<file path="src/rtl/xlt_pkg.sv">
package xlt_pkg;
  localparam int VA_W    = 32;
  localparam int PAGE_SH = 11;
  localparam int VPN_W   = VA_W - PAGE_SH;
  localparam int VPN2_W  = VPN_W - 2;

  typedef enum logic [2:0] {
    FLT_NONE    = 3'd0,
    FLT_ADDR    = 3'd1,
    FLT_IREFILL = 3'd2,
    FLT_DREFILL = 3'd3,
    FLT_IINVAL  = 3'd4,
    FLT_DINVAL  = 3'd5,
    FLT_MOD     = 3'd6
  } fault_e;
endpackage

</file>
<file path="src/rtl/xlt_rst_sync.sv">
module xlt_rst_sync #(
  parameter int STAGES = 2
) (
  input  logic clk,
  input  logic rst_n,
  output logic rst_sync_n
);
  logic [STAGES-1:0] chain_q;

  always_ff @(posedge clk or negedge rst_n) begin
    if (!rst_n) chain_q <= '0;
    else        chain_q <= {chain_q[STAGES-2:0], 1'b1};
  end

  assign rst_sync_n = chain_q[STAGES-1];
endmodule

</file>
<file path="src/rtl/xlt_seg_decode.sv">
module xlt_seg_decode (
  input  logic [2:0] va_top,
  output logic       unmapped,
  output logic       cached_kwin,
  output logic       uncache_rgn
);
  always_comb begin
    unmapped    = (va_top[2:1] == 2'b10);
    cached_kwin = (va_top == 3'b100);
    uncache_rgn = va_top[2] & va_top[0];
  end
endmodule

</file>
<file path="src/rtl/xlt_page_compose.sv">
module xlt_page_compose #(
  parameter int PFN_W    = 20,
  parameter int FRAME_SH = 12,
  parameter int SHIFT_W  = 5
) (
  input  logic [31:0]        va,
  input  logic [SHIFT_W-1:0] page_sh,
  input  logic [PFN_W-1:0]   pfn_even,
  input  logic [PFN_W-1:0]   pfn_odd,
  input  logic               v_even,
  input  logic               v_odd,
  input  logic               d_even,
  input  logic               d_odd,
  output logic               sel_valid,
  output logic               sel_dirty,
  output logic [31:0]        pa_mapped
);
  logic             odd_half;
  logic [PFN_W-1:0] pfn_sel;
  logic [31:0]      off_mask;
  logic [31:0]      frame_base;

  always_comb begin
    odd_half   = va[page_sh];
    pfn_sel    = odd_half ? pfn_odd : pfn_even;
    sel_valid  = odd_half ? v_odd : v_even;
    sel_dirty  = odd_half ? d_odd : d_even;
    off_mask   = (32'h1 << page_sh) - 32'h1;
    frame_base = 32'(pfn_sel) << FRAME_SH;
    pa_mapped  = (frame_base & ~off_mask) | (va & off_mask);
  end
endmodule

</file>
<file path="src/rtl/xlt_fault_pick.sv">
module xlt_fault_pick
  import xlt_pkg::*;
(
  input  logic   unmapped,
  input  logic   cached_kwin,
  input  logic   kernel,
  input  logic   misalign,
  input  logic   is_data,
  input  logic   is_store,
  input  logic   hit,
  input  logic   sel_valid,
  input  logic   sel_dirty,
  output fault_e fault
);
  always_comb begin
    fault = FLT_NONE;
    if (unmapped) begin
      if (cached_kwin && (!kernel || misalign)) fault = FLT_ADDR;
    end else if (misalign) begin
      fault = FLT_ADDR;
    end else if (!hit) begin
      fault = is_data ? FLT_DREFILL : FLT_IREFILL;
    end else if (!sel_valid) begin
      fault = is_data ? FLT_DINVAL : FLT_IINVAL;
    end else if (is_data && is_store && !sel_dirty) begin
      fault = FLT_MOD;
    end
  end
endmodule

</file>
<file path="src/rtl/va_translator.sv">
module va_translator
  import xlt_pkg::*;
#(
  parameter int ASID_W   = 8,
  parameter int PFN_W    = 20,
  parameter int FRAME_SH = 12,
  parameter int SHIFT_W  = 5
) (
  input  logic               clk,
  input  logic               rst_n,
  input  logic               req_valid,
  input  logic [31:0]        req_va,
  input  logic [ASID_W-1:0]  req_asid,
  input  logic               req_kernel,
  input  logic               req_misalign,
  input  logic               req_data,
  input  logic               req_store,
  input  logic               small_pages,
  output logic [20:0]        lk_vpn,
  output logic [ASID_W-1:0]  lk_asid,
  input  logic               tlb_hit,
  input  logic [SHIFT_W-1:0] tlb_page_sh,
  input  logic [PFN_W-1:0]   tlb_pfn_even,
  input  logic [PFN_W-1:0]   tlb_pfn_odd,
  input  logic               tlb_valid_even,
  input  logic               tlb_valid_odd,
  input  logic               tlb_dirty_even,
  input  logic               tlb_dirty_odd,
  output logic               rsp_done,
  output logic [31:0]        rsp_pa,
  output logic               rsp_uncached,
  output logic [2:0]         rsp_fault,
  output logic [ASID_W-1:0]  flt_asid,
  output logic [18:0]        flt_vpn2,
  output logic [1:0]         flt_vpn2x,
  output logic [31:0]        flt_badva,
  output logic [18:0]        flt_ctx_vpn2
);
  localparam logic [28:0] KWIN_OFS_ONES = '1;

  logic rst_q_n;

  xlt_rst_sync #(.STAGES(2)) u_rst (
    .clk        (clk),
    .rst_n      (rst_n),
    .rst_sync_n (rst_q_n)
  );

  // lookup page number
  logic [VPN_W-1:0] vpn_raw, vpn_lk;

  always_comb begin
    vpn_raw = req_va[31:PAGE_SH];
    vpn_lk  = small_pages ? vpn_raw : {vpn_raw[VPN_W-1:2], 2'b00};
  end

  assign lk_vpn  = vpn_lk;
  assign lk_asid = req_asid;

  logic is_unmapped, is_cached_kwin, is_uc_rgn;

  xlt_seg_decode u_seg (
    .va_top      (req_va[31:29]),
    .unmapped    (is_unmapped),
    .cached_kwin (is_cached_kwin),
    .uncache_rgn (is_uc_rgn)
  );

  logic        half_valid, half_dirty;
  logic [31:0] pa_map;

  xlt_page_compose #(
    .PFN_W    (PFN_W),
    .FRAME_SH (FRAME_SH),
    .SHIFT_W  (SHIFT_W)
  ) u_page (
    .va        (req_va),
    .page_sh   (tlb_page_sh),
    .pfn_even  (tlb_pfn_even),
    .pfn_odd   (tlb_pfn_odd),
    .v_even    (tlb_valid_even),
    .v_odd     (tlb_valid_odd),
    .d_even    (tlb_dirty_even),
    .d_odd     (tlb_dirty_odd),
    .sel_valid (half_valid),
    .sel_dirty (half_dirty),
    .pa_mapped (pa_map)
  );

  fault_e fault_d;

  xlt_fault_pick u_fault (
    .unmapped    (is_unmapped),
    .cached_kwin (is_cached_kwin),
    .kernel      (req_kernel),
    .misalign    (req_misalign),
    .is_data     (req_data),
    .is_store    (req_store),
    .hit         (tlb_hit),
    .sel_valid   (half_valid),
    .sel_dirty   (half_dirty),
    .fault       (fault_d)
  );

  // next-state
  logic              tlb_flt;
  logic [31:0]       pa_d, badva_d;
  logic              uc_d;
  logic [ASID_W-1:0] asid_d;
  logic [18:0]       vpn2_d;
  logic [1:0]        vpn2x_d;

  always_comb begin
    tlb_flt = (fault_d != FLT_NONE) && (fault_d != FLT_ADDR);
    if (fault_d != FLT_NONE) pa_d = '0;
    else if (is_unmapped)    pa_d = {3'b000, req_va[28:0] & KWIN_OFS_ONES};
    else                     pa_d = pa_map;
    uc_d    = (fault_d == FLT_NONE) && is_uc_rgn;
    badva_d = (fault_d != FLT_NONE) ? req_va : '0;
    asid_d  = tlb_flt ? req_asid : '0;
    vpn2_d  = tlb_flt ? vpn_lk[VPN_W-1:2] : '0;
    vpn2x_d = tlb_flt ? vpn_lk[1:0] : '0;
  end

  // registers
  logic              done_q, uc_q;
  fault_e            fault_q;
  logic [31:0]       pa_q, badva_q;
  logic [ASID_W-1:0] asid_q;
  logic [18:0]       vpn2_q, ctx_q;
  logic [1:0]        vpn2x_q;

  always_ff @(posedge clk or negedge rst_q_n) begin
    if (!rst_q_n) begin
      done_q <= 1'b0;
    end else begin
      done_q <= req_valid;
    end
  end

  always_ff @(posedge clk or negedge rst_q_n) begin
    if (!rst_q_n) begin
      fault_q <= FLT_NONE;
      pa_q    <= '0;
      uc_q    <= 1'b0;
      badva_q <= '0;
      asid_q  <= '0;
      vpn2_q  <= '0;
      vpn2x_q <= '0;
      ctx_q   <= '0;
    end else if (req_valid) begin
      fault_q <= fault_d;
      pa_q    <= pa_d;
      uc_q    <= uc_d;
      badva_q <= badva_d;
      asid_q  <= asid_d;
      vpn2_q  <= vpn2_d;
      vpn2x_q <= vpn2x_d;
      ctx_q   <= vpn2_d;
    end
  end

  assign rsp_done     = done_q;
  assign rsp_fault    = 3'(fault_q);
  assign rsp_pa       = pa_q;
  assign rsp_uncached = uc_q;
  assign flt_badva    = badva_q;
  assign flt_asid     = asid_q;
  assign flt_vpn2     = vpn2_q;
  assign flt_vpn2x    = vpn2x_q;
  assign flt_ctx_vpn2 = ctx_q;

  // assertions
  AST_DONE_AFTER_REQ: assert property (@(posedge clk) disable iff (!rst_q_n)
    req_valid |=> rsp_done);
  AST_DONE_NEEDS_REQ: assert property (@(posedge clk) disable iff (!rst_q_n)
    rsp_done |-> $past(req_valid));
  AST_BYPASS_PA: assert property (@(posedge clk) disable iff (!rst_q_n)
    (rsp_done && rsp_fault == 3'd0 && $past(req_va[31:30]) == 2'b10)
      |-> rsp_pa == {3'b000, $past(req_va[28:0])});
  AST_MOD_ONLY_STORE: assert property (@(posedge clk) disable iff (!rst_q_n)
    (rsp_done && rsp_fault == 3'd6) |-> $past(req_data && req_store));
  AST_BADVA_ON_FAULT: assert property (@(posedge clk) disable iff (!rst_q_n)
    (rsp_done && rsp_fault != 3'd0) |-> flt_badva == $past(req_va));
  AST_UNCACHED_CLEAN: assert property (@(posedge clk) disable iff (!rst_q_n)
    rsp_uncached |-> rsp_fault == 3'd0);
  AST_FAULT_PA_ZERO: assert property (@(posedge clk) disable iff (!rst_q_n)
    (rsp_fault != 3'd0) |-> rsp_pa == 32'd0);
endmodule

</file>
<file path="config.mk">
export PLATFORM = sky130hd
export DESIGN_NAME = va_translator
export DESIGN_NICKNAME = d
export VERILOG_FILES = /design/src/rtl/xlt_pkg.sv /design/src/rtl/xlt_rst_sync.sv /design/src/rtl/xlt_seg_decode.sv /design/src/rtl/xlt_page_compose.sv /design/src/rtl/xlt_fault_pick.sv /design/src/rtl/va_translator.sv
export SDC_FILE = /design/constraint.sdc
export NUM_CORES = 1
export LEC_CHECK = 0
export BUFFER_PORTS_ARGS = -buffer_cell sky130_fd_sc_hd__buf_2
export CORE_UTILIZATION = 44
export DETAILED_ROUTE_END_ITERATION = 8
export PLACE_DENSITY = 0.78
export SYNTH_ARGS = -nofsm -noshare
export SYNTH_HDL_FRONTEND = slang
export SYNTH_SLANG_ARGS = --single-unit
</file>
<file path="constraint.sdc">
create_clock -name clk -period 2.95 [get_ports clk]
set_input_delay 0 -clock clk [delete_from_list [all_inputs] [get_ports clk]]
set_output_delay 0 -clock clk [all_outputs]
set_load 0.1 [all_outputs]
</file>
**Word-level counts from Yosys, hierarchy flattened**

Index checks and enable logic that the tools add are counted.

- Bits in registers: 100
- Output and inout bits: 146

- $add $sub $neg: 1
- $lt $le $gt $ge: 1
- Equality and inequality tests: 3
- Shift-type cells: 1
- Multiplexer cells: 20
- Bitwise operators: 5
- Reductions and logical operators: 10

Operators with widths:

| operator | number |
|---|---|
| 32-bit 2-to-1 mux | 3 |
| 32-bit bitwise AND | 2 |
| 32-bit inverter | 1 |
| 32-bit bitwise OR | 1 |
| 1-bit by 5-bit left shift with 32-bit output (first input constant) | 1 |
| 32-bit by 1-bit subtractor with 32-bit output (second input constant) | 1 |
| 20-bit 2-to-1 mux | 1 |
| 19-bit 2-to-1 mux | 1 |
| 3-bit 2-to-1 mux | 5 |
| 8-bit 2-to-1 mux | 1 |
| 5-bit by 6-bit < comparator with 1-bit output (second input constant) | 1 |
| 1-bit 2-to-1 mux | 6 |
| 1-bit binary-select mux with 5-bit select | 1 |
| 1-bit logical AND | 5 |
| 2-bit 2-to-1 mux | 2 |
| 3-bit == test (second input constant) | 1 |
| 3-bit zero test | 1 |
| 3-bit by 1-bit != test with 1-bit output (second input constant) | 1 |
| 3-bit nonzero test | 1 |
| 2-bit == test (second input constant) | 1 |
| 1-bit zero test | 2 |
| 1-bit bitwise AND | 1 |
| 1-bit logical OR | 1 |

**Longest topological paths before layout**

Gate-level depths: netlist of the first run.

- Depth in word-level cells: 13
- Depth in mapped cells: 15
- Mapped depth without buffers: 11

**Hierarchy**

Synthesis of the first run repeated with hierarchy kept, for this count alone.

- Cells, all modules: 606
- Area total of the unflattened synthesis: 6,485.0 um^2

By module, submodules not included:

| module | times used | cells an instance | area an instance (um^2) | sequential area each (um^2) |
|---|---|---|---|---|
| va_translator | 1 | 313 | 4,388.0 | 2,452.4 |
| xlt_page_compose | 1 | 276 | 1,959.4 | 0.0 |
| xlt_fault_pick | 1 | 11 | 58.8 | 0.0 |
| xlt_rst_sync | 1 | 3 | 53.8 | 50.0 |
| xlt_seg_decode | 1 | 3 | 25.0 | 0.0 |

**Worst setup path after synthesis of the first run**

No wires, ideal clock.

- Kind: input port to flip-flop
- Start: input tlb_page_sh[0]
- End: register pa_q[20], in the netlist rsp_pa[20]
- Data arrival time: 2,611 ps
- Data required time: 2,825 ps
- Slack: 214 ps
- Cell stages on the path: 15
- Cells stage by stage: buf_4 -> buf_12 -> buf_2 -> clkbuf_1 -> or2_2 -> or3_1 -> ha_1 -> clkbuf_1 -> nor2_1 -> a31oi_1 -> o311a_1 -> nand2_1 -> nor2_1 -> a311oi_1 -> o2bb2ai_1

- Cells in the longest elaborated chain, start to end: 12

Ends and longest elaborated chain:

| element | line | text |
|---|---|---|
| start, declared | va_translator.sv:22 | `input logic [SHIFT_W-1:0] tlb_page_sh,` |
| 1-bit binary-select mux with 5-bit select | xlt_page_compose.sv:24 | `odd_half = va[page_sh];` |
| 1-bit 2-to-1 mux (not written as such) | xlt_page_compose.sv:24 |  |
| 1-bit 2-to-1 mux | xlt_page_compose.sv:27 | `sel_dirty = odd_half ? d_odd : d_even;` |
| 1-bit zero test | xlt_fault_pick.sv:25 | `end else if (is_data && is_store && !sel_dirty) begin` |
| 1-bit logical AND | xlt_fault_pick.sv:25 |  |
| 3-bit 2-to-1 mux | xlt_fault_pick.sv:25 |  |
| 3-bit 2-to-1 mux | xlt_fault_pick.sv:23 | `end else if (!sel_valid) begin` |
| 3-bit 2-to-1 mux | xlt_fault_pick.sv:21 | `end else if (!hit) begin` |
| 3-bit 2-to-1 mux | xlt_fault_pick.sv:19 | `end else if (misalign) begin` |
| 3-bit 2-to-1 mux | xlt_fault_pick.sv:17 | `if (unmapped) begin` |
| 3-bit nonzero test | va_translator.sv:115 | `if (fault_d != FLT_NONE) pa_d = '0;` |
| 32-bit 2-to-1 mux * | va_translator.sv:115 |  |
| end signal, assigned | va_translator.sv:153 | `pa_q <= pa_d;` |
| end, declared | va_translator.sv:128 | `logic [31:0] pa_q, badva_q;` |

Every way passes the cells marked *; elsewhere a longest branch is shown, timed or not. The select of a mux whose other input is x is not followed.
A chain may end at the register's enable or synchronous reset.

**Worst setup path in the final report of the first run**

- Start: input req_va[14]
- End: register asid_q[2], in the netlist flt_asid[2]

- Cells in the longest elaborated chain, start to end: 13

Ends and longest elaborated chain:

| element | line | text |
|---|---|---|
| start, declared | va_translator.sv:12 | `input logic [31:0] req_va,` |
| 1-bit binary-select mux with 5-bit select * | xlt_page_compose.sv:24 |  |
| 1-bit 2-to-1 mux (not written as such) * | xlt_page_compose.sv:24 |  |
| 1-bit 2-to-1 mux | xlt_page_compose.sv:27 |  |
| 1-bit zero test | xlt_fault_pick.sv:25 |  |
| 1-bit logical AND | xlt_fault_pick.sv:25 |  |
| 3-bit 2-to-1 mux | xlt_fault_pick.sv:25 |  |
| 3-bit 2-to-1 mux * | xlt_fault_pick.sv:23 |  |
| 3-bit 2-to-1 mux * | xlt_fault_pick.sv:21 |  |
| 3-bit 2-to-1 mux * | xlt_fault_pick.sv:19 |  |
| 3-bit 2-to-1 mux * | xlt_fault_pick.sv:17 |  |
| 3-bit by 1-bit != test with 1-bit output or 3-bit nonzero test (tied branches) | va_translator.sv:114 | `tlb_flt = (fault_d != FLT_NONE) && (fault_d != FLT_ADDR);` |
| 1-bit logical AND * | va_translator.sv:114 |  |
| 8-bit 2-to-1 mux * | va_translator.sv:120 | `asid_d = tlb_flt ? req_asid : '0;` |
| end signal, assigned | va_translator.sv:156 | `asid_q <= asid_d;` |
| end, declared | va_translator.sv:129 | `logic [ASID_W-1:0] asid_q;` |

Marks and branches as above.

==> metrics.md, run 1 <==
| Metric | Value |
|---|---|
| Buffer levels on the longest clock path | 2 |
| Post-route clock period utilization | 95.6% |
| Initial Util | 45.2% |
| Final WS setup | 130 ps |
| Worst path required time | 3180 ps |
| Share of power burned in registers | 33.4% |
| Worst clock skew | 8.22 ps |
| Startpoint types | primary input |
| Switching pwr | 2.21 mW |
| Min-delay worst type | primary input to flop |
| Final TNS setup | 0 ps |
| Normalized max-slew margin | 50.0% |
| Main flop type after synthesis | sky130_fd_sc_hd__dfrtp_1 |
| Count of final hold-check violations | 0 |
| Overflow after GRT | 0 |
| Count of antenna-violating nets left after detailed routing | 0 |
| First-iteration detailed-routing DRC count | 476 |
| Via count of the first global-routing pass | 5243 |
| Top library cells by usage in the layout, fill and taps aside | sky130_fd_sc_hd__buf_2 (243), sky130_fd_sc_hd__dfrtp_1 (99), sky130_fd_sc_hd__nand2_1 (70) |
| Power Internal | 2.51 mW |
| Register bit total from synthesis | 100 |
| Post-synthesis cell type count | 56 |
| Data arrival time of the critical path | 3040 ps |
| Worst-Margin Slew | 747 ps |
| Highest clock frequency the design can meet | 355 MHz |
| Number of search-and-repair iterations in the first detailed-routing pass | 5 |
| Wire length of the first global-routing pass | 28000 um |
| Std-Cell Core Area | 12700 um^2 |
| Switching Share | 46.8% |
| Element type at the critical path end | flop |
| Drc violations | 0 |
| Synth warnings | 0 |
| Worst setup slack after placement | 116 ps |
| Final Critical Period | 2820 ps |
| Final HPWL from detailed placement | 12800 um |
| Final cell count without fillers | 992 |
| Final Max Tran Viols | 0 |
| Number of diodes added for antenna fixing | 0 |
| Part of the power in the clock network | 24.1% |
| Row count | 41 |
| Register area share after synthesis | 43.7% |
| Final estimated routing congestion in global placement | 0.931 |
| Largest net degree at the start of global routing | 60 |
| Post-synthesis instance area | 5730 um^2 |
| Power Density | 617 nW/um^2 |
| Total CTS buffers | 9 |
| TritonCTS clock tree | built |
| Final setup violation count | 0 |
| Layout overhead on the synthesized area | 33.8% |
| Synth Area per Inst | 10.0 um^2 |
| Unrepaired setup endpoints after global routing | no |
| Initial antenna violation count | 0 |
| LEAKAGE | 3.87 nW |
| Total I/O pin count | 244 |
| Die Footprint | 13500 um^2 |
| Combinational cell fraction of total power | 42.5% |
| Final hold slack | 33.8 ps |
| Via Count | 5639 |
| Insertion delay of the later-clocked pin in the worst-skew pair | 340 ps |
| Start-to-end type of the worst setup path | primary input to flop |
| Fraction of the core area covered by cells at the end of the flow | 60.4% |
| Depth of the CTS H-tree | 3 |
| Total number of clock tree sinks | 100 |
| Post-route design area | 7660 um^2 |
| Final Net Count | 914 |
| Height of the chip | 116 um |
| Drt total wl | 19100 um |
| Overall power consumption | 4.72 mW |
| Worst Path Max Fanout | 22 |
| Net count after synthesis | 671 |
| Maximum ir drop on the vdd rail | 402 uV |
| Max-capacitance violation count | 0 |
| Share of flip-flops with an asynchronous set or reset | 100% |
| Die outline width | 116 um |
| Detailed-route vias per instance | 5.68 |
| Cell area reported after detailed placement | 6790 um^2 |
| Number of flops mapped to enable cells by yosys | 0 |
| Number of placed instances with taps included | 919 |
| Commonest non-fill, non-tap cell in the layout | sky130_fd_sc_hd__buf_2 |
| Routed WL per cell | 19.2 um |
| Overall routing resource usage | 27.5% |
| Gate count after technology mapping | 572 |
| Fraction of final layout cells with drive strength greater than 1 | 39.0% |
| Root cell of the clock tree | sky130_fd_sc_hd__clkbuf_16 |
| Clock input transition at the sequential cells of the worst setup and hold paths | 70 ps |
| Port Buffers | 243 |
| Run status | completed |
## flip-flops by register name, summed over array words and instances (netlist names)
signal	count
flt_ctx_vpn2	19
rsp_pa	32
flt_badva	32
rsp_done	1
u_rst.chain_q	2
rsp_uncached	1
flt_asid	8
rsp_fault	3
flt_vpn2x	2
## worst paths after layout
| path | from | to | slack, ps | cells after the start |
|---|---|---|---|---|
| min in group asynchronous | u_rst.chain_q[1] | flt_badva[3] | 380 | 0 |
| setup / recovery | req_va[14] | flt_asid[2] | 130 | 11 |
| setup reg to reg | u_rst.chain_q[1] | flt_badva[30] | 1880 | 1 |
| hold / removal | small_pages | flt_vpn2x[0] | 30 | 3 |
| max in group asynchronous | u_rst.chain_q[1] | flt_badva[30] | 1880 | 1 |
| hold reg to reg | u_rst.chain_q[0] | u_rst.chain_q[1] | 350 | 0 |
## area by class of cell
class	instances	area (um^2)
fill	1056	5010
sequential	100	2510
clock buffer	11	253
tap	172	215
multi-input combinational	368	2620
inverter	13	51.3
clock inverter	5	36.3
timing repair buffer	323	1980
## power groups by stage
stage | clock network (mW) | registers, mW | logic [mW]
detailed placement | 0 | 1.60 | 1.93
global route | 1.21 | 1.59 | 2.08
CTS | 1.17 | 1.58 | 1.99
global placement | 0 | 1.60 | 1.92
finish | 1.14 | 1.58 | 2.01
floorplan | 0 | 2.44 | 0.751
## cells in the mapped netlist, types with 4 or more instances
cell	n	area, um^2
sky130_fd_sc_hd__a21oi_1	15	75.1
sky130_fd_sc_hd__a221oi_1	6	52.6
sky130_fd_sc_hd__a22o_1	28	245
sky130_fd_sc_hd__a22oi_1	4	30.0
sky130_fd_sc_hd__a311oi_1	13	114
sky130_fd_sc_hd__and2_1	5	31.3
sky130_fd_sc_hd__buf_2	5	25.0
sky130_fd_sc_hd__buf_4	50	375
sky130_fd_sc_hd__clkbuf_1	31	116
sky130_fd_sc_hd__dfrtp_1	100	2500
sky130_fd_sc_hd__inv_1	12	45.0
sky130_fd_sc_hd__mux2i_1	19	190
sky130_fd_sc_hd__nand2_1	70	263
sky130_fd_sc_hd__nand3_1	11	55.1
sky130_fd_sc_hd__nor2_1	33	124
sky130_fd_sc_hd__nor2b_1	16	100
sky130_fd_sc_hd__nor3_1	5	25.0
sky130_fd_sc_hd__o21ai_0	17	85.1
sky130_fd_sc_hd__o221a_2	4	45.0
sky130_fd_sc_hd__o2bb2ai_1	46	403
sky130_fd_sc_hd__o2bb2ai_2	20	300
sky130_fd_sc_hd__or2_2	4	25.0
## worst max-delay path: stages
cell and delay [ps]:
sky130_fd_sc_hd__dlygate4sd3_1 550, sky130_fd_sc_hd__buf_2 170, sky130_fd_sc_hd__mux2i_1 70, sky130_fd_sc_hd__mux4_2 480, sky130_fd_sc_hd__and3_1 190, sky130_fd_sc_hd__or4_1 590
sky130_fd_sc_hd__buf_4 220, sky130_fd_sc_hd__mux2i_2 250, sky130_fd_sc_hd__a21oi_2 100, sky130_fd_sc_hd__buf_4 210, sky130_fd_sc_hd__a22o_1 200
## cells by family (layout without fill, tap and decap cells)
family                   after synthesis  after routing  share of synthesized area [%]
other                                  1              1                         0.0655
XOR/XNOR                               1              1                          0.153
AND/OR/NAND/NOR                      163            163                           13.1
AO/OA/AOI/OAI                        178            179                           27.2
multiplexers                          23             23                           4.61
adder cells (fa/ha/maj)                1              1                          0.218
buffers and inverters                105            352                           10.9
flip-flops                           100            100                           43.7
## routing by layer
layer,vias to the layer above,global-route usage [%],part of all wire [%]
li1,2547,-,-
met3,41,4.18,6.6
met5,-,0,0
met1,2757,33.7,40
met4,0,12.1,2.8
met2,294,47.8,50
## repair_timing
| item | CTS | global route |
|---|---|---|
| setup endpoints to repair | 0 | 22 |
| hold endpoints to repair | 80 | 0 |
| buffers inserted | 0 | 0 |
| resized for setup | 0 | 1 |
| hold buffers | 56 | 0 |
No activity file was read; power rests on OpenSTA's default activity.
==> inputs of run 2 (changes only) <==
--- a/config.mk
+++ b/config.mk
@@ -6,9 +6,10 @@
 export NUM_CORES = 1
 export LEC_CHECK = 0
 export BUFFER_PORTS_ARGS = -buffer_cell sky130_fd_sc_hd__buf_2
-export CORE_UTILIZATION = 44
+export CORE_UTILIZATION = 45
+export CTS_BUF_LIST = sky130_fd_sc_hd__clkbuf_2
 export DETAILED_ROUTE_END_ITERATION = 8
-export PLACE_DENSITY = 0.78
+export PLACE_DENSITY = 0.79
 export SYNTH_ARGS = -nofsm -noshare
 export SYNTH_HDL_FRONTEND = slang
 export SYNTH_SLANG_ARGS = --single-unit
==> run 2 against run 1 <==
  * Routed wire length is 8.3% higher
  * First-iteration DRC count grew 3.2%
  * Critical endpoint is now rsp_pa[21]
  * Largest cell class unchanged
  * Highest routed layer is now met5
  * Cell area is 2.8% higher
  * Die area shrank 2.2%
  * Critical path type unchanged
  * Count of clock-buffer cells in the layout is 1 lower
  * Non-clock buffer count increased by 41
  * Critical path depth unchanged
==> metrics.md, run 2 (synthesis results as in run 1) <==
| Metric | Value |
|---|---|
| Run status | completed |
| Start-to-end type of the worst setup path | primary input to flop |
| Initial antenna violation count | 1 |
| Data arrival time of the critical path | 3290 ps |
| Top library cells by usage in the layout, fill and taps aside | sky130_fd_sc_hd__buf_2 (243), sky130_fd_sc_hd__dlygate4sd3_1 (101), sky130_fd_sc_hd__dfrtp_1 (99) |
| Wire length of the first global-routing pass | 31700 um |
| Worst clock skew | 23.1 ps |
| Initial Util | 46.9% |
| Overflow after GRT | 0 |
| Maximum ir drop on the vdd rail | 340 uV |
| Std-Cell Core Area | 12200 um^2 |
| Slowest library cell on the worst path | sky130_fd_sc_hd__or4_4 |
| Final setup violation count | 0 |
| Highest clock frequency the design can meet | 358 MHz |
| Root cell of the clock tree | sky130_fd_sc_hd__clkbuf_2 |
| Insertion delay of the later-clocked pin in the worst-skew pair | 590 ps |
| Element type at the critical path end | flop |
| Final TNS setup | 0 ps |
| Post-route clock period utilization | 94.7% |
| Min-delay worst type | primary input to flop |
| Unrepaired setup endpoints after global routing | no |
| Clock input transition at the sequential cells of the worst setup and hold paths | 240 ps |
| Die Footprint | 13200 um^2 |
| Via Count | 5946 |
| Die outline width | 115 um |
| Total I/O pin count | 244 |
| Count of antenna-violating nets left after detailed routing | 0 |
| Largest incremental delay on the critical path | 560 ps |
| Worst Path Max Fanout | 13 |
| Normalized max-slew margin | 22.3% |
| First-iteration detailed-routing DRC count | 491 |
| Height of the chip | 115 um |
| Power Density | 541 nW/um^2 |
| Drc violations | 0 |
| Final hold slack | 73.1 ps |
| Number of search-and-repair iterations in the first detailed-routing pass | 5 |
| Final Max Tran Viols | 0 |
| Final Net Count | 954 |
| Worst-Margin Slew | 1160 ps |
| Routed WL per cell | 20.1 um |
| TritonCTS clock tree | built |
| Startpoint types | primary input |
| Final Critical Period | 2790 ps |
| Port Buffers | 243 |
| Worst path required time | 3450 ps |
| Total CTS buffers | 9 |
| LEAKAGE | 3.94 nW |
| Final estimated routing congestion in global placement | 0.878 |
| Detailed-route vias per instance | 5.79 |
| Row count | 40 |
| Drt total wl | 20600 um |
| Final HPWL from detailed placement | 13800 um |
| Fraction of final layout cells with drive strength greater than 1 | 36.6% |
| Via count of the first global-routing pass | 6059 |
| Depth of the CTS H-tree | 3 |
| Largest net degree at the start of global routing | 63 |
| Number of diodes added for antenna fixing | 0 |
| List of cells traversed by the critical path | dlygate4sd3_1 -> buf_2 -> mux2i_1 -> mux4_2 -> and3_1 -> or4_4 -> mux2i_1 -> o31a_1 -> buf_4 -> o2bb2ai_1 -> dlygate4sd3_1 |
| Total number of clock tree sinks | 100 |
| Buffer levels on the longest clock path | 2 |
| Max-capacitance violation count | 0 |
| Overall power consumption | 4.26 mW |
| Layout overhead on the synthesized area | 37.5% |
| Commonest non-fill, non-tap cell in the layout | sky130_fd_sc_hd__buf_2 |
| Count of final hold-check violations | 0 |
| Overall routing resource usage | 31.6% |
## run 2: changes by cell type in the layout (fill, tap and decap cells not counted), sizes merged
cell / before / now
dlygate4sd3: 56 / 101
clkbuf: 11 / 10
o21bai: 2 / 1
clkinvlp: 3 / 1
inv: 13 / 12
clkinv: 2 / 5
buf: 267 / 263
## run 2: report_power, final
part | total (mW) | internal [mW] | switching [mW]
Clock | 0.574 | 0.106 | 0.468
Combinational | 2.10 | 0.479 | 1.62
Sequential | 1.58 | 1.49 | 0.0938
Total | 4.26 | 2.07 | 2.18
## run 2: metrics by stage
step	utilization [%]	setup slack, ps	std cells	area (um^2)
CTS	64.3	10.5	1027	7860
detailed placement	55.4	26.7	911	6770
finish	64.5	157	1027	7870
global route	64.5	50.8	1027	7870
floorplan	-	214	572	5730
global placement	55.4	149	911	6770
## run 2: final timing paths
kind / startpoint / end / slack [ps] / depth (start not counted)
worst max-delay path: req_va[13] / rsp_pa[21] / 160 / 11
worst min-delay path: tlb_page_sh[4] / rsp_pa[7] / 70 / 5
worst max register to register: flt_asid[7] / flt_asid[7] / 1660 / 2
worst min register to register: u_rst.chain_q[1] / rsp_pa[0] / 390 / 0
max in group asynchronous: u_rst.chain_q[1] / rsp_pa[18] / 1800 / 1
min in group asynchronous: rst_n / u_rst.chain_q[1] / 190 / 3
## run 2: layout make-up
class / instances / area [um^2]
Clock buffer: 10 / 50.0
Clock inverter: 5 / 30.0
Fill cell: 1013 / 4340
Inverter: 13 / 50.0
Multi-Input combinational cell: 367 / 2610
Sequential cell: 100 / 2510
Tap cell: 168 / 210
Timing Repair Buffer: 364 / 2420
## run 2: routing by layer
metal	up-vias	GRT usage (%)	part of all wire, %
met2	339	54.1	50
met5	-	0	0.063
li1	2618	-	-
met4	2	19.9	4.8
met1	2895	36.8	38
met3	92	5.64	7.0
## run 2: timing repair
| action | in CTS | in global routing |
|---|---|---|
| hold endpoints to repair | 100 | 0 |
| endpoints found under the setup margin | 0 | 20 |
| buffers inserted | 0 | 0 |
| hold buffers | 101 | 0 |
| resized for setup | 0 | 3 |
## run 2: worst max-delay path: cells and delay by family
kind,cells,cell delay (ps)
mux,3,810
compound gates,2,280
buf+inv,4,1430
simple gates,2,760
==> inputs of run 3 (changes only) <==
--- a/config.mk
+++ b/config.mk
@@ -6,10 +6,10 @@
 export NUM_CORES = 1
 export LEC_CHECK = 0
 export BUFFER_PORTS_ARGS = -buffer_cell sky130_fd_sc_hd__buf_2
-export CORE_UTILIZATION = 45
+export CORE_UTILIZATION = 54
 export CTS_BUF_LIST = sky130_fd_sc_hd__clkbuf_2
 export DETAILED_ROUTE_END_ITERATION = 8
-export PLACE_DENSITY = 0.79
+export PLACE_DENSITY = 0.89
 export SYNTH_ARGS = -nofsm -noshare
 export SYNTH_HDL_FRONTEND = slang
 export SYNTH_SLANG_ARGS = --single-unit
==> constraint.sdc (replaced) <==
create_clock -name clk -period 3.6 [get_ports clk]
set_input_delay 0 -clock clk [delete_from_list [all_inputs] [get_ports clk]]
set_output_delay 0 -clock clk [all_outputs]
set_load 0.1 [all_outputs]
==> run 3 against run 2 <==
  * Via count up 2.7%
  * Die area is 16% lower
  * Largest cell class unchanged
  * First-iteration DRC count increased by 53%
  * Worst hold slack lost 49 ps
  * Combinational power decreased by 19%
  * Critical path type unchanged
  * Global-route usage up 5.8 points
  * Critical path depth fell by 1
  * Cell count fell by 3.8%
  * Highest routed layer is now met4
  * Largest power group unchanged
==> metrics.md, run 3 (synthesis results as in run 1) <==
| Metric | Value |
|---|---|
| Fraction of final layout cells with drive strength greater than 1 | 35.7% |
| Worst-Margin Slew | 1130 ps |
| Commonest non-fill, non-tap cell in the layout | sky130_fd_sc_hd__buf_2 |
| Height of the chip | 105 um |
| Initial antenna violation count | 0 |
| Final HPWL from detailed placement | 12300 um |
| Die Footprint | 11000 um^2 |
| Fillcell total | 671 |
| Critical R2R Launch | flt_asid[7] |
| Buffer levels on the longest clock path | 2 |
| Via count of the first global-routing pass | 6215 |
| Start-to-end type of the worst setup path | primary input to flop |
| Final Critical Period | 3310 ps |
| Worst setup slack after placement | 561 ps |
| Count of final hold-check violations | 0 |
| Hold Path Depth | 5 |
| Die outline width | 105 um |
| Via Count | 6108 |
| Worst path required time | 4120 ps |
| Terminus of the critical flop-to-flop path | flt_asid[7] |
| Final TNS setup | 0 ps |
| Count of antenna-violating nets left after detailed routing | 0 |
| Overflow after GRT | 0 |
| TritonCTS clock tree | built |
| Part of the power in the clock network | 16.8% |
| Endpoint, Worst Hold | flt_badva[29] |
| Root cell of the clock tree | sky130_fd_sc_hd__clkbuf_2 |
| Reg2Reg Depth | 2 |
| Combinational cell fraction of total power | 47.3% |
| Std-Cell Core Area | 10300 um^2 |
| Highest clock frequency the design can meet | 302 MHz |
| Overall routing resource usage | 37.4% |
| Switching pwr | 1.79 mW |
| Detailed-route vias per instance | 6.18 |
| LEAKAGE | 3.92 nW |
| Normalized max-slew margin | 24.6% |
| Final Net Count | 945 |
| Share of power burned in registers | 35.9% |
| Switching Share | 49.4% |
| Final cell count without fillers | 988 |
| Total CTS buffers | 9 |
| Insertion delay of the later-clocked pin in the worst-skew pair | 600 ps |
| Power Internal | 1.83 mW |
| Clock input transition at the sequential cells of the worst setup and hold paths | 270 ps |
| Data arrival time of the critical path | 3830 ps |
| Total I/O pin count | 244 |
| Count of cells resized by post-cts repair | 0 |
| Drt total wl | 20300 um |
| Row count | 37 |
| Startpoint types | primary input |
| Origin of the worst min-delay path | tlb_valid_odd |
| Number of placed instances with taps included | 869 |
| Layout overhead on the synthesized area | 35.7% |
| Top library cells by usage in the layout, fill and taps aside | sky130_fd_sc_hd__buf_2 (243), sky130_fd_sc_hd__dlygate4sd3_1 (102), sky130_fd_sc_hd__dfrtp_1 (99) |
| Depth of the CTS H-tree | 3 |
| Port Buffers | 243 |
| Drc violations | 0 |
| Worst clock skew | 47.1 ps |
| Element type at the critical path end | flop |
| Final setup violation count | 0 |
| Number of search-and-repair iterations in the first detailed-routing pass | 7 |
| Maximum ir drop on the vdd rail | 306 uV |
| Run status | completed |
| Final estimated routing congestion in global placement | 0.919 |
| Initial Util | 55.5% |
| Min-delay worst type | primary input to flop |
| Flop-to-flop setup slack | 2290 ps |
| Total number of clock tree sinks | 100 |
| Power Density | 465 nW/um^2 |
| First-iteration detailed-routing DRC count | 751 |
| Max-capacitance violation count | 0 |
| Routed WL per cell | 20.5 um |
| Wire length of the first global-routing pass | 32000 um |
| Post-route clock period utilization | 91.9% |
| Final WS setup | 292 ps |
| Unrepaired setup endpoints after global routing | no |
| Largest net degree at the start of global routing | 59 |
| Worst Path Max Fanout | 9 |
| Final Max Tran Viols | 0 |
==> run 3: changes by cell type in the layout (fill, tap and decap cells not counted) <==
| cell | before | now |
|---|---|---|
| sky130_fd_sc_hd__diode_2 | 0 | 1 |
| sky130_fd_sc_hd__a21oi_2 | 0 | 1 |
| sky130_fd_sc_hd__clkinv_2 | 3 | 2 |
| sky130_fd_sc_hd__clkinv_4 | 1 | 0 |
| sky130_fd_sc_hd__buf_4 | 16 | 10 |
| sky130_fd_sc_hd__buf_6 | 1 | 0 |
| sky130_fd_sc_hd__or4_1 | 1 | 2 |
| sky130_fd_sc_hd__a21oi_4 | 1 | 0 |
| sky130_fd_sc_hd__clkbuf_2 | 10 | 11 |
| sky130_fd_sc_hd__bufinv_16 | 0 | 2 |
| sky130_fd_sc_hd__dlygate4sd3_1 | 101 | 102 |
| sky130_fd_sc_hd__or4_4 | 1 | 0 |
| sky130_fd_sc_hd__buf_12 | 3 | 0 |
==> run 3: final cells by class <==
| cell class | instances | area (um^2) | share of cell area [%] |
|---|---|---|---|
| clock inverters | 5 | 76.3 | 0.982 |
| repair buffers | 355 | 2310 | 29.8 |
| flip-flops and latches | 100 | 2510 | 32.3 |
| multi-input cells | 367 | 2600 | 33.4 |
| diodes | 1 | 2.50 | 0.0322 |
| well taps | 136 | 170 | 2.19 |
| clock buffers | 11 | 55.1 | 0.709 |
| inverters | 13 | 50.0 | 0.644 |
==> run 3: critical path, stage by stage <==
cell                            delay (ps)
sky130_fd_sc_hd__dlygate4sd3_1         530
sky130_fd_sc_hd__buf_2                 200
sky130_fd_sc_hd__mux2i_1               100
sky130_fd_sc_hd__mux4_2                480
sky130_fd_sc_hd__and3_1                190
sky130_fd_sc_hd__or4_1                 700
sky130_fd_sc_hd__mux2i_2               280
sky130_fd_sc_hd__a21oi_2               300
sky130_fd_sc_hd__dlygate4sd3_1         840
sky130_fd_sc_hd__a22o_1                200
==> run 3: power by group through the flow <==
stage | sequential [mW] | combinational [mW] | clock [mW]
2_1_floorplan | 2.00 | 0.616 | 0
3_3_place_gp | 1.31 | 1.54 | 0
3_5_place_dp | 1.31 | 1.56 | 0
4_1_cts | 1.30 | 1.68 | 0.613
5_1_grt | 1.31 | 1.76 | 0.653
6_report | 1.30 | 1.71 | 0.607
==> run 3: per-stage QoR <==
stage | power [mW] | util, % | hold slack (ps) | cell area, um^2
final | 3.62 | 75.3 | 24.3 | 7770
after global routing | 3.73 | 75.2 | 31.0 | 7770
after CTS | 3.59 | 75.2 | 6.05 | 7770
after detailed placement | 2.87 | 64.1 | -211 | 6610
after global placement | 2.85 | 64.1 | -215 | 6610
after floorplan | 2.62 | - | -296 | 5730
==> run 3: worst max-delay path by stage <==
stage                          start               end  slack [ps]  cells after the start
global route              req_va[15]      flt_vpn2x[0]         350                     10
detailed placement    tlb_page_sh[0]         rsp_pa[7]         560                     10
floorplan           u_rst.chain_q[1]       flt_asid[0]         610                      0
global placement      tlb_page_sh[0]  flt_ctx_vpn2[12]         680                     10
CTS                       req_va[15]      flt_vpn2x[1]         500                     10
finish                    req_va[15]  flt_ctx_vpn2[18]         290                     10
==> run 3: routing by layer <==
layer  GRT usage (%)  routed length (um)
met1            44.1                7240
met2            62.9               10100
met3            7.74                1820
met4            22.1                1140
met5               0                   0
==> run 3: what timing repair did <==
item                                   in CTS  in global routing
buffers inserted                            0                  0
endpoints found under the hold margin     100                  0
hold buffers                              102                  0
